--- config.mk ---
export PLATFORM = sky130hd
export DESIGN_NAME = dual_dac_cmd_if
export DESIGN_NICKNAME = d
export VERILOG_FILES = /design/src/rtl/dac_cmd_pkg.sv /design/src/rtl/dac_serial_sync.sv /design/src/rtl/dac_frame_shift.sv /design/src/rtl/dac_cmd_decode.sv /design/src/rtl/dac_chan_regs.sv /design/src/rtl/dual_dac_cmd_if.sv
export SDC_FILE = /design/constraint.sdc
export NUM_CORES = 1
export LEC_CHECK = 0
export BUFFER_PORTS_ARGS = -buffer_cell sky130_fd_sc_hd__buf_2
export CORE_UTILIZATION = 50
export DETAILED_ROUTE_END_ITERATION = 7
export PLACE_DENSITY = 0.68
export SLEW_MARGIN = 5
export SYNTH_ARGS = -nofsm -noshare
export SYNTH_HDL_FRONTEND = slang
export SYNTH_HIERARCHICAL = 1
export SYNTH_SLANG_ARGS = --single-unit
--- constraint.sdc ---
create_clock -name clk_i -period 3.5 [get_ports clk_i]
set_input_delay 0.175 -clock clk_i [delete_from_list [all_inputs] [get_ports clk_i]]
set_output_delay 0.175 -clock clk_i [all_outputs]
set_load 0.01 [all_outputs]
--- src/rtl/dac_cmd_pkg.sv ---
package dac_cmd_pkg;
  localparam int NUM_CH = 2;

  typedef enum logic [1:0] {
    CMD_LOAD_IN  = 2'b00,
    CMD_LOAD_UPD = 2'b01,
    CMD_LOAD_OUT = 2'b10,
    CMD_SPECIAL  = 2'b11
  } cmd_e;
endpackage

--- src/rtl/dac_serial_sync.sv ---
module dac_serial_sync #(
  parameter int STAGES = 2
) (
  input  logic clk_i,
  input  logic rst_ni,
  input  logic cs_ni,
  input  logic sclk_i,
  input  logic din_i,
  output logic cs_low_o,
  output logic cs_rise_o,
  output logic sclk_rise_o,
  output logic din_o
);
  logic [STAGES-1:0] cs_s, sclk_s, din_s;
  logic              cs_d, sclk_d;

  always_ff @(posedge clk_i or negedge rst_ni) begin
    if (!rst_ni) begin
      cs_s   <= '1;
      sclk_s <= '0;
      din_s  <= '0;
      cs_d   <= 1'b1;
      sclk_d <= 1'b0;
    end else begin
      cs_s   <= {cs_s[STAGES-2:0], cs_ni};
      sclk_s <= {sclk_s[STAGES-2:0], sclk_i};
      din_s  <= {din_s[STAGES-2:0], din_i};
      cs_d   <= cs_s[STAGES-1];
      sclk_d <= sclk_s[STAGES-1];
    end
  end

  assign cs_low_o    = ~cs_s[STAGES-1];
  assign cs_rise_o   = cs_s[STAGES-1] & ~cs_d;
  assign sclk_rise_o = sclk_s[STAGES-1] & ~sclk_d;
  assign din_o       = din_s[STAGES-1];
endmodule

--- src/rtl/dac_frame_shift.sv ---
module dac_frame_shift #(
  parameter int FRAME_W = 16
) (
  input  logic               clk_i,
  input  logic               rst_ni,
  input  logic               cs_low_i,
  input  logic               cs_rise_i,
  input  logic               sclk_rise_i,
  input  logic               din_i,
  output logic               frame_vld_o,
  output logic [FRAME_W-1:0] frame_o
);
  localparam int CNT_W = $clog2(FRAME_W + 2);
  localparam logic [CNT_W-1:0] CNT_FULL = CNT_W'(FRAME_W);
  localparam logic [CNT_W-1:0] CNT_SAT  = CNT_W'(FRAME_W + 1);

  logic [FRAME_W-1:0] sreg_q;
  logic [CNT_W-1:0]   cnt_q;

  always_ff @(posedge clk_i or negedge rst_ni) begin
    if (!rst_ni) begin
      sreg_q      <= '0;
      cnt_q       <= '0;
      frame_vld_o <= 1'b0;
      frame_o     <= '0;
    end else begin
      frame_vld_o <= 1'b0;
      if (cs_rise_i && cnt_q == CNT_FULL) begin
        frame_vld_o <= 1'b1;
        frame_o     <= sreg_q;
      end
      if (!cs_low_i) begin
        cnt_q <= '0;
      end else if (sclk_rise_i) begin
        sreg_q <= {sreg_q[FRAME_W-2:0], din_i};
        // saturate so overlong frames never wrap back to a valid count
        if (cnt_q != CNT_SAT) cnt_q <= cnt_q + 1'b1;
      end
    end
  end
endmodule

--- src/rtl/dac_cmd_decode.sv ---
module dac_cmd_decode
  import dac_cmd_pkg::*;
#(
  parameter int DATA_W  = 13,
  parameter int FRAME_W = DATA_W + 3
) (
  input  logic               frame_vld_i,
  input  logic [FRAME_W-1:0] frame_i,
  output logic [NUM_CH-1:0]  ld_in_o,
  output logic [NUM_CH-1:0]  wr_out_o,
  output logic [NUM_CH-1:0]  upd_out_o,
  output logic               sd_set_o,
  output logic               sd_clr_o,
  output logic [DATA_W-1:0]  data_o
);
  logic addr;
  cmd_e code;

  assign addr   = frame_i[FRAME_W-1];
  assign code   = cmd_e'(frame_i[FRAME_W-2 -: 2]);
  assign data_o = frame_i[DATA_W-1:0];

  always_comb begin
    ld_in_o   = '0;
    wr_out_o  = '0;
    upd_out_o = '0;
    sd_set_o  = 1'b0;
    if (frame_vld_i) begin
      unique case (code)
        CMD_LOAD_IN: ld_in_o[addr] = 1'b1;
        CMD_LOAD_UPD: begin
          ld_in_o[addr]    = 1'b1;
          wr_out_o[addr]   = 1'b1;
          upd_out_o[~addr] = 1'b1;
        end
        CMD_LOAD_OUT: begin
          ld_in_o[addr]  = 1'b1;
          wr_out_o[addr] = 1'b1;
        end
        CMD_SPECIAL: begin
          if (addr) sd_set_o = 1'b1;
          else      upd_out_o = '1;
        end
        default: ;
      endcase
    end
  end

  assign sd_clr_o = frame_vld_i & ~sd_set_o;
endmodule

--- src/rtl/dac_chan_regs.sv ---
module dac_chan_regs #(
  parameter int DATA_W = 13
) (
  input  logic              clk_i,
  input  logic              rst_ni,
  input  logic              ld_in_i,
  input  logic              wr_out_i,
  input  logic              upd_out_i,
  input  logic [DATA_W-1:0] data_i,
  output logic [DATA_W-1:0] out_o
);
  logic [DATA_W-1:0] stage_q;

  always_ff @(posedge clk_i or negedge rst_ni) begin
    if (!rst_ni) begin
      stage_q <= '0;
      out_o   <= '0;
    end else begin
      if (ld_in_i) stage_q <= data_i;
      if (wr_out_i)       out_o <= data_i;
      else if (upd_out_i) out_o <= stage_q;
    end
  end
endmodule

--- src/rtl/dual_dac_cmd_if.sv ---
module dual_dac_cmd_if
  import dac_cmd_pkg::*;
#(
  parameter int DATA_W      = 13,
  parameter int SYNC_STAGES = 2
) (
  input  logic              clk_i,
  input  logic              rst_ni,
  input  logic              cs_ni,
  input  logic              sclk_i,
  input  logic              din_i,
  output logic [DATA_W-1:0] dac_a_o,
  output logic [DATA_W-1:0] dac_b_o,
  output logic              shutdown_o,
  output logic              logic_o
);
  localparam int FRAME_W = DATA_W + 3;

  logic               cs_low, cs_rise, sclk_rise, din_s;
  logic               frame_vld;
  logic [FRAME_W-1:0] frame_word;
  logic [NUM_CH-1:0]  ld_in, wr_out, upd_out;
  logic               sd_set, sd_clr;
  logic [DATA_W-1:0]  cmd_data;
  logic [DATA_W-1:0]  out_val [NUM_CH];

  dac_serial_sync #(.STAGES(SYNC_STAGES)) u_sync (
    .clk_i, .rst_ni, .cs_ni, .sclk_i, .din_i,
    .cs_low_o(cs_low), .cs_rise_o(cs_rise),
    .sclk_rise_o(sclk_rise), .din_o(din_s)
  );

  dac_frame_shift #(.FRAME_W(FRAME_W)) u_shift (
    .clk_i, .rst_ni,
    .cs_low_i(cs_low), .cs_rise_i(cs_rise),
    .sclk_rise_i(sclk_rise), .din_i(din_s),
    .frame_vld_o(frame_vld), .frame_o(frame_word)
  );

  dac_cmd_decode #(.DATA_W(DATA_W), .FRAME_W(FRAME_W)) u_dec (
    .frame_vld_i(frame_vld), .frame_i(frame_word),
    .ld_in_o(ld_in), .wr_out_o(wr_out), .upd_out_o(upd_out),
    .sd_set_o(sd_set), .sd_clr_o(sd_clr), .data_o(cmd_data)
  );

  for (genvar ch = 0; ch < NUM_CH; ch++) begin : g_chan
    dac_chan_regs #(.DATA_W(DATA_W)) u_chan (
      .clk_i, .rst_ni,
      .ld_in_i(ld_in[ch]), .wr_out_i(wr_out[ch]), .upd_out_i(upd_out[ch]),
      .data_i(cmd_data), .out_o(out_val[ch])
    );
  end

  assign dac_a_o = out_val[0];
  assign dac_b_o = out_val[1];

  always_ff @(posedge clk_i or negedge rst_ni) begin
    if (!rst_ni) begin
      shutdown_o <= 1'b0;
      logic_o    <= 1'b0;
    end else if (sd_set) begin
      shutdown_o <= 1'b1;
      logic_o    <= cmd_data[DATA_W-1];
    end else if (sd_clr) begin
      shutdown_o <= 1'b0;
    end
  end
endmodule

==> results.cfg, run 1 <==
[clock_tree]
cts.path.max_buffers = 2
htree_depth = 3
clk_latency_ps = 370
cts.root.buffer_cell = sky130_fd_sc_hd__clkbuf_8
clk_pin_slew_worst_paths_ps = 100
clock_tree_from_tritoncts = yes
postCtsResizedCells = 0
cts_post_setup_buffers_inserted = 0
cts.sinks = 100
cts_hold_repair.buffers = 4
cts_made_buffers = 9

[placement]
io_buffer_count = 32
hpwl_um = 4540
dp_worst_setup_slack_ps = 1420
gpl.final_weighted_congestion = 0.749

[drt]
routed_wire_length_per_instance_um = 14.8
detail_route.vias_per_cell = 5.10
firstDrtPassIters = 4
dr_total_vias = 2287
detailedRoute.firstIterationViolations = 89
totalWireLength_um = 6640
route.antenna.remaining_nets = 0
route.detailed.drc = 0

[global_route]
grt_pass1_wl_um = 11100
grt_max_degree = 41
grt_pass1_vias = 2157
grt_antenna_before_repair = 0
track_usage = 0.167
grt-ovfl-total = 0

[worst_setup_path]
start_kind = flip-flop
timing.critical_path.slowest_stage_cell = sky130_fd_sc_hd__nor2_1
path_max_fanout = 13
critical-path-max-stage-delay_ps = 870
crit_path_cell_trace = ha_1, nor2_1, mux2_2
nature_of_the_critical_path_endpoint = flip-flop
path_class = reg2reg
worstPathRequired_ps = 3750
arrival_ps = 2330

[timing]
worst_slew_margin_rel = 0.240
final_min_period_over_clock_period = 0.594
setup_viol_count_final = 0
max_freq_ghz = 0.481
setup_tns_ps = 0
min_period_ps = 2080
finalMaxSlewViolations = 0
whs_ps = 309
hold_viol_final = 0
tightestPinTransition_ps = 1140
fin_worst_skew_ps = 14.2
finalWorstSetupSlack_ps = 1420
rsz0062_at_grt = no

[finish]
layout_common_cells = sky130_fd_sc_hd__dfrtp_1, sky130_fd_sc_hd__mux2_2, sky130_fd_sc_hd__nand2_1
final_net_count = 349
area.sequential_um2 = 2510
nFillCells = 668
syn2layout_area_growth_pct = 8.31
layout.cells.most_common = sky130_fd_sc_hd__dfrtp_1
insertedDiodeCount = 0
multiInputGateArea_um2 = 1490
drive_above_1_share = 0.353

[yosys]
postSynthNetCount = 322
postSynthCellCount = 311
avgSynthCellArea_um2 = 13.7
yosys_register_bits = 100
syn_area_um2 = 4260
synth.yosys.seq_area_share = 0.588
ys_warn_count = 6
number_of_enable_type_register_cells_in_the_synthesized_netlist = 0
synth_async_sr_flop_share = 1.00
synthFlopType = sky130_fd_sc_hd__dfrtp_1
synthDistinctLibCells = 26

[power]
leakage_nw = 2.24
power_w = 0.00208
ir_worst_vdd_mv = 0.310
powerDensity_nw_per_um2 = 450

[floorplan]
die_h_um = 94.3
horizontal_die_dimension_um = 94.3
start_util = 0.519
ioPinCount = 33
standard_cell_rows = 33
coreArea_um2 = 8220
die_area_um2 = 8900

[outcome]
outcome = completed

[min_path]
hold_path_class = in2async

[flow_run]
cap_violations = 0
[state kept, by name, summed over array words and instances, names as in the netlist]
| name | flops |
|---|---|
| g_chan.u_chan/out_o | 26 |
| g_chan.u_chan/stage_q | 26 |
| logic_o | 1 |
| shutdown_o | 1 |
| u_shift/cnt_q | 5 |
| u_shift/frame_o | 16 |
| u_shift/frame_vld_o | 1 |
| u_shift/sreg_q | 16 |
| u_sync/cs_d | 1 |
| u_sync/cs_s | 2 |
| u_sync/din_s | 2 |
| u_sync/sclk_d | 1 |
| u_sync/sclk_s | 2 |
[per-stage QoR]
step,util,cells,area (um2)
3_5_place_dp,0.531,428,4370
6_report,0.562,448,4620
3_3_place_gp,0.531,428,4370
4_1_cts,0.562,448,4620
2_1_floorplan,-,311,4260
5_1_grt,0.562,448,4620
[cell type report]
class | count | area share
clock buffer | 11 | 0.0328
clock inverter | 5 | 0.0130
inverter | 6 | 0.00488
multi-input combinational | 178 | 0.323
sequential | 100 | 0.543
tap | 105 | 0.0285
timing repair buffer | 43 | 0.0553
[logic make-up (layout without fill, tap and decap cells)]
kind of cell | Yosys count | in the layout | synth area share
AND/OR/NAND/NOR | 51 | 51 | 0.0546
flip-flops | 100 | 100 | 0.588
AO/OA/AOI/OAI | 31 | 31 | 0.0405
XOR/XNOR | 2 | 2 | 0.00411
multiplexers | 88 | 88 | 0.233
buffers and inverters | 33 | 65 | 0.0625
adder cells (fa/ha/maj) | 6 | 6 | 0.0176
[worst paths after layout]
path | from | end | slack [ps] | cells past startpoint
max | u_shift/frame_o[13] | g_chan[1].u_chan/stage_q[8] | 1420 | 3
min | rst_ni | g_chan[0].u_chan/out_o[4] | 310 | 2
max reg2reg | u_shift/frame_o[13] | g_chan[1].u_chan/stage_q[8] | 1420 | 3
min reg2reg | u_sync/din_s[0] | u_sync/din_s[1] | 360 | 0
max in group asynchronous | rst_ni | u_sync/cs_d | 2310 | 3
min in group clk_i | u_sync/din_s[0] | u_sync/din_s[1] | 360 | 0
[per-layer routing]
layer	GRT usage	wire length [um]
met5	0	0
met4	0.0615	93
met3	0.0507	222
met2	0.235	2910
met1	0.244	3410
[synthesized netlist by cell type, drive strengths merged (2+ instances only)]
cell type  count  share of area
mux2i         29          0.068
xnor2          2         0.0041
inv            6         0.0053
dfrtp         97           0.57
a21boi         3         0.0053
nor2           6         0.0053
nand4          2         0.0029
nand2         34          0.030
nor2b          3         0.0062
o21ai         26          0.031
dfstp          3          0.018
buf           27          0.057
ha             6          0.018
mux2          59           0.16
and3           2         0.0029
and2           2         0.0029
[critical path: cells and delay by family (launching register included)]
family | cells | cell delay [ps]
adder cells (fa/ha/maj) | 1 | 240
flip-flops | 1 | 430
multiplexers | 1 | 420
AND/OR/NAND/NOR | 1 | 870
[power breakdown]
part / internal [W] / switching [W] / total, W
Sequential: 0.00121 / 0.0000330 / 0.00124
Clock: 0.000370 / 0.000381 / 0.000751
Combinational: 0.0000459 / 0.0000407 / 0.0000866
Total: 0.00162 / 0.000454 / 0.00208
Power figures use the tool's default switching activity.
==> run 2, diff against run 1 <==
--- a/config.mk
+++ b/config.mk
@@ -5,6 +5,7 @@
 export SDC_FILE = /design/constraint.sdc
 export NUM_CORES = 1
 export LEC_CHECK = 0
+export ABC_AREA = 1
 export BUFFER_PORTS_ARGS = -buffer_cell sky130_fd_sc_hd__buf_2
 export CORE_UTILIZATION = 50
 export DETAILED_ROUTE_END_ITERATION = 7
==> constraint.sdc (replaced) <==
create_clock -name clk_i -period 2 [get_ports clk_i]
set_input_delay 0.1 -clock clk_i [delete_from_list [all_inputs] [get_ports clk_i]]
set_output_delay 0.1 -clock clk_i [all_outputs]
set_load 0.01 [all_outputs]
==> results.cfg, run 2 <==
[timing]
tightestPinTransition_ps = 564
hold_viol_final = 0
setup_tns_ps = 0
max_freq_ghz = 0.591
setup_viol_count_final = 0
whs_ps = 265
final_min_period_over_clock_period = 0.847
finalMaxSlewViolations = 0
min_period_ps = 1690
fin_worst_skew_ps = 11.8
worst_slew_margin_rel = 0.624
rsz0062_at_grt = no
finalWorstSetupSlack_ps = 307

[finish]
stdcell_count = 669
finalInstanceArea_um2 = 4800
drive_above_1_share = 0.128
insertedDiodeCount = 0
multiInputGateArea_um2 = 1510
largestRegisters = g_chan.u_chan/out_o x26, g_chan.u_chan/stage_q x26
syn2layout_area_growth_pct = 8.75
area.sequential_um2 = 2510
layout_common_cells = sky130_fd_sc_hd__nand2_1, sky130_fd_sc_hd__dfrtp_1, sky130_fd_sc_hd__inv_1
layout.cells.most_common = sky130_fd_sc_hd__nand2_1
nFillCells = 787
final_net_count = 570

[yosys]
ys_top_cells_by_area = sky130_fd_sc_hd__dfrtp_1, sky130_fd_sc_hd__nand2_1, sky130_fd_sc_hd__o21ai_0
syn_area_um2 = 4420
synth_area_leader_cell = sky130_fd_sc_hd__dfrtp_1
most_frequent_cell_after_synthesis = sky130_fd_sc_hd__nand2_1
synthFlopType = sky130_fd_sc_hd__dfrtp_1
postSynthNetCount = 547
yosys_register_bits = 100
avgSynthCellArea_um2 = 8.24
number_of_enable_type_register_cells_in_the_synthesized_netlist = 0
synth.top_cell.area_share = 0.549
synth_async_sr_flop_share = 1.00
synthDistinctLibCells = 21
synth.yosys.seq_area_share = 0.567
post_synth_most_frequent_cells = sky130_fd_sc_hd__nand2_1, sky130_fd_sc_hd__dfrtp_1, sky130_fd_sc_hd__inv_1
ys_warn_count = 6
postSynthCellCount = 536

[global_route]
grt-ovfl-total = 0
grt_max_degree = 44
track_usage = 0.195
grt_pass1_vias = 3000
grt_antenna_before_repair = 0
grt_pass1_wl_um = 13700

[worst_setup_path]
crit_buf_inv = 1
rr_startpoint = u_shift/frame_o[13]
path_class = reg2reg
setup.reg_to_reg.worst_slack_ps = 310
critical_path.top_delay_family = simple AND/OR/NAND/NOR gates
critical-path-max-stage-delay_ps = 440
path_max_fanout = 13
timing.critical_path.slowest_stage_cell = sky130_fd_sc_hd__dfrtp_1
timing.rr.end = g_chan[1].u_chan/out_o[12]
worstPathRequired_ps = 2250
start_kind = flip-flop
nature_of_the_critical_path_endpoint = flip-flop
most_frequent_cell_on_the_critical_path = sky130_fd_sc_hd__nand2_1
crit_path_cell_trace = ha_1, nor2_1, inv_2, nand2_1, nand2_1, nand2_1, nand2_1
arrival_ps = 1940
reg2reg_depth = 7

[placement]
placed_cell_area_um2 = 4550
io_buffer_count = 32
gpl.final_weighted_congestion = 0.848
place_inst = 649
dp_worst_setup_slack_ps = 331
hpwl_um = 5550

[clock_tree]
clk_pin_slew_worst_paths_ps = 90
clock_tree_from_tritoncts = yes
cts.root.buffer_cell = sky130_fd_sc_hd__clkbuf_8
clk_latency_ps = 360
cts_post_setup_buffers_inserted = 0
cts.sinks = 100
htree_depth = 3
cts_made_buffers = 9
postCtsResizedCells = 0
cts.path.max_buffers = 2

[drt]
dr_total_vias = 3168
route.antenna.remaining_nets = 0
totalWireLength_um = 7970
detailedRoute.firstIterationViolations = 119
routed_wire_length_per_instance_um = 11.9
route.detailed.drc = 0
firstDrtPassIters = 4
detail_route.vias_per_cell = 4.74

[floorplan]
coreArea_um2 = 8380
start_util = 0.527
standard_cell_rows = 33
die_area_um2 = 9220
ioPinCount = 33
die_h_um = 96
horizontal_die_dimension_um = 96

[flow_run]
cap_violations = 0

[outcome]
outcome = completed

[power]
leakage_nw = 2.68
ir_worst_vdd_mv = 0.398
powerDensity_nw_per_um2 = 754

[min_path]
hold_path_class = in2async
## run 2: layout make-up
cell class              instances  share of cell area
clock buffers                  11              0.0273
flip-flops and latches        100               0.522
clock inverters                 5              0.0174
repair buffers                 42              0.0542
well taps                     105              0.0273
multi-input cells             359               0.314
inverters                      47              0.0378
## run 2: stage by stage
step                      utilization  total power, W
after floorplan                     -         0.00220
after detailed placement        0.543         0.00227
after CTS                       0.573         0.00366
after global placement          0.543         0.00226
final                           0.573         0.00362
after global routing            0.573         0.00377
## run 2: kinds of logic after synthesis
| group | after synthesis | share of synthesized area |
|---|---|---|
| fa+ha+maj | 6 | 0.0170 |
| xor+xnor | 1 | 0.00198 |
| compound gates | 34 | 0.0385 |
| flops | 100 | 0.567 |
| buf+inv | 77 | 0.0909 |
| simple gates | 318 | 0.284 |
## run 2: per-layer routing
metal | global-route usage | vias to the layer above | part of all wire
li1 | - | 1644 | -
met1 | 0.263 | 1468 | 0.50
met2 | 0.314 | 46 | 0.45
met3 | 0.0316 | 10 | 0.030
met4 | 0.0771 | 0 | 0.015
met5 | 0 | - | 0
## run 2: timing repair
item | 4_1_cts | 5_1_grt
endpoints found under the hold margin | 41 | 0
setup endpoints to repair | 0 | 0
hold buffers | 4 | 0
## run 2: power breakdown
group / switching [W] / total, W / leakage [nW] / internal, W
Sequential: 0.0000398 / 0.00211 / 1.37 / 0.00207
Clock: 0.000681 / 0.00139 / 0.100 / 0.000710
Combinational: 0.0000785 / 0.000116 / 1.21 / 0.0000375
Total: 0.000799 / 0.00362 / 2.68 / 0.00282
## run 2: worst max-delay path by stage
stage / start / end / slack [ps] / depth (start not counted)
6_report: u_shift/frame_o[13] / g_chan[1].u_chan/out_o[12] / 310 / 7
5_1_grt: u_shift/frame_o[13] / g_chan[1].u_chan/out_o[10] / 110 / 6
4_1_cts: u_shift/frame_o[13] / g_chan[1].u_chan/out_o[12] / 300 / 7
3_5_place_dp: u_shift/frame_o[13] / g_chan[0].u_chan/out_o[2] / 330 / 7
3_3_place_gp: u_shift/frame_o[13] / g_chan[0].u_chan/out_o[2] / 390 / 6
2_1_floorplan: u_shift/frame_o[13] / g_chan[0].u_chan/out_o[0] / 420 / 8
==> run 3, diff against run 2 <==
==> constraint.sdc (replaced) <==
create_clock -name clk_i -period 1.68 [get_ports clk_i]
set_input_delay 0.084 -clock clk_i [delete_from_list [all_inputs] [get_ports clk_i]]
set_output_delay 0.084 -clock clk_i [all_outputs]
set_load 0.01 [all_outputs]
==> results.cfg, run 3 (synthesized netlist as in run 2, its figures left out) <==
[outcome]
outcome = completed

[floorplan]
standard_cell_rows = 33
die_area_um2 = 9220
horizontal_die_dimension_um = 96
coreArea_um2 = 8380
die_h_um = 96
start_util = 0.527
ioPinCount = 33

[global_route]
grt_max_degree = 63
grt_antenna_before_repair = 0
track_usage = 0.192
grt_pass1_vias = 2957
grt-ovfl-total = 0
grt_pass1_wl_um = 13600

[power]
clock_power_share = 0.373
power.switching_w = 0.00101
power_w = 0.00424
leakage_nw = 2.71
ir_worst_vdd_mv = 0.420
switching_share = 0.238
power.share.sequential = 0.593
internal_dissipation_w = 0.00323
powerDensity_nw_per_um2 = 872
combPwrFrac = 0.033

[finish]
drive_above_1_share = 0.139
layout_common_cells = sky130_fd_sc_hd__nand2_1, sky130_fd_sc_hd__dfrtp_1, sky130_fd_sc_hd__inv_1
syn2layout_area_growth_pct = 10.0
insertedDiodeCount = 0
layout.cells.most_common = sky130_fd_sc_hd__nand2_1
largestRegisters = g_chan.u_chan/out_o x26, g_chan.u_chan/stage_q x26
final_net_count = 575

[worst_setup_path]
timing.rr.end = g_chan[1].u_chan/out_o[4]
worst_setup_path_endpoint = g_chan[1].u_chan/out_o[4]
start_kind = flip-flop
path_class = reg2reg
reg2reg_depth = 7
setup.worst_path.start = u_shift/frame_o[13]
nature_of_the_critical_path_endpoint = flip-flop
worstPathRequired_ps = 1940
path_max_fanout = 15
rr_startpoint = u_shift/frame_o[13]
arrival_ps = 1860
setup.reg_to_reg.worst_slack_ps = 80

[drt]
met3RoutedLength_um = 281
totalWireLength_um = 7830
detailedRoute.firstIterationViolations = 102
highest_signal_layer_in_the_routed_design = met4
detail_route.vias_per_cell = 4.75
routed_wire_length_per_instance_um = 11.6
dr_total_vias = 3199
route.antenna.remaining_nets = 0
route.detailed.drc = 0
met2WireLength_um = 3680
firstDrtPassIters = 5
m1WireLength_um = 3810

[clock_tree]
cts.root.buffer_cell = sky130_fd_sc_hd__clkbuf_8
cts_made_buffers = 9
clk_pin_slew_worst_paths_ps = 100
clk_latency_ps = 360
clock_tree_from_tritoncts = yes
htree_depth = 3
cts.sinks = 100
cts.path.max_buffers = 2

[timing]
hold_viol_final = 0
rsz0062_at_grt = yes
tightestPinTransition_ps = 348
max_freq_ghz = 0.627
min_period_ps = 1600
finalWorstSetupSlack_ps = 84.8
finalMaxSlewViolations = 0
setup_viol_count_final = 0
final_min_period_over_clock_period = 0.950
worst_slew_margin_rel = 0.768
fin_worst_skew_ps = 11.3

[placement]
gpl.final_weighted_congestion = 0.765
io_buffer_count = 32
dp_worst_setup_slack_ps = 102
hpwl_um = 5420

[flow_run]
cap_violations = 0

[min_path]
hold_path_class = in2async
-- run 3: cell count changes in the layout (fill, tap and decap cells not counted), moves of 2 or more --
cell / previous run / this run
sky130_fd_sc_hd__buf_4: 6 / 9
sky130_fd_sc_hd__buf_12: 1 / 3
sky130_fd_sc_hd__clkbuf_1: 2 / 0
sky130_fd_sc_hd__clkinv_4: 0 / 2
sky130_fd_sc_hd__clkinvlp_4: 2 / 0
-- run 3: area by class of cell --
cell class,instances,area (um2)
well taps,105,131
repair buffers,47,323
inverters,47,184
fillers,777,3520
flip-flops and latches,100,2510
clock inverters,7,81.3
clock buffers,9,124
multi-input cells,359,1510
-- run 3: worst min path at each step --
stage | endpoint | cells past startpoint
after global routing | g_chan[0].u_chan/stage_q[4] | 2
after global placement | g_chan[0].u_chan/stage_q[11] | 1
after detailed placement | g_chan[0].u_chan/stage_q[11] | 1
after CTS | g_chan[0].u_chan/stage_q[4] | 2
final | g_chan[0].u_chan/stage_q[4] | 2
after floorplan | g_chan[0].u_chan/out_o[0] | 0
-- run 3: stage by stage --
step           area [um2]  hold WS [ps]  TNS, ps  std cells   util
3_5_place_dp         4600         -52.1        0        652  0.548
2_1_floorplan        4420          -212        0        536      -
5_1_grt              4860          93.3     -223        674  0.580
4_1_cts              4840          99.4        0        672  0.578
3_3_place_gp         4600         -50.5        0        652  0.548
6_report             4860           100        0        674  0.580
-- run 3: layer usage --
layer	GRT usage	up-vias
met5	0	-
met1	0.250	1478
met2	0.320	57
met4	0.0560	0
met3	0.0450	5
li1	-	1659
-- run 3: timing repair --
| action | in CTS | in global routing |
|---|---|---|
| setup endpoints to repair | 0 | 23 |
| endpoints found under the hold margin | 100 | 0 |
| hold buffers | 4 | 0 |
| setup buffers | 0 | 2 |
| resized for setup | 0 | 1 |
-- run 3: power by group through the flow --
| stage | sequential, W | clock, W | combinational (W) |
|---|---|---|---|
| after global placement | 0.00256 | 0 | 0.000134 |
| after detailed placement | 0.00256 | 0 | 0.000140 |
| final | 0.00251 | 0.00158 | 0.000142 |
| after global routing | 0.00252 | 0.00173 | 0.000170 |
| after floorplan | 0.00255 | 0 | 0.0000651 |
| after CTS | 0.00251 | 0.00163 | 0.000148 |
-- run 3: worst max-delay path, cell delays in order (launching register included) --
cell and delay, ps:
sky130_fd_sc_hd__dfrtp_1 440, sky130_fd_sc_hd__ha_1 330, sky130_fd_sc_hd__nor2_1 190, sky130_fd_sc_hd__buf_12 170, sky130_fd_sc_hd__nor2_4 50, sky130_fd_sc_hd__buf_4 170, sky130_fd_sc_hd__nand2_1 80, sky130_fd_sc_hd__nand2_1 60
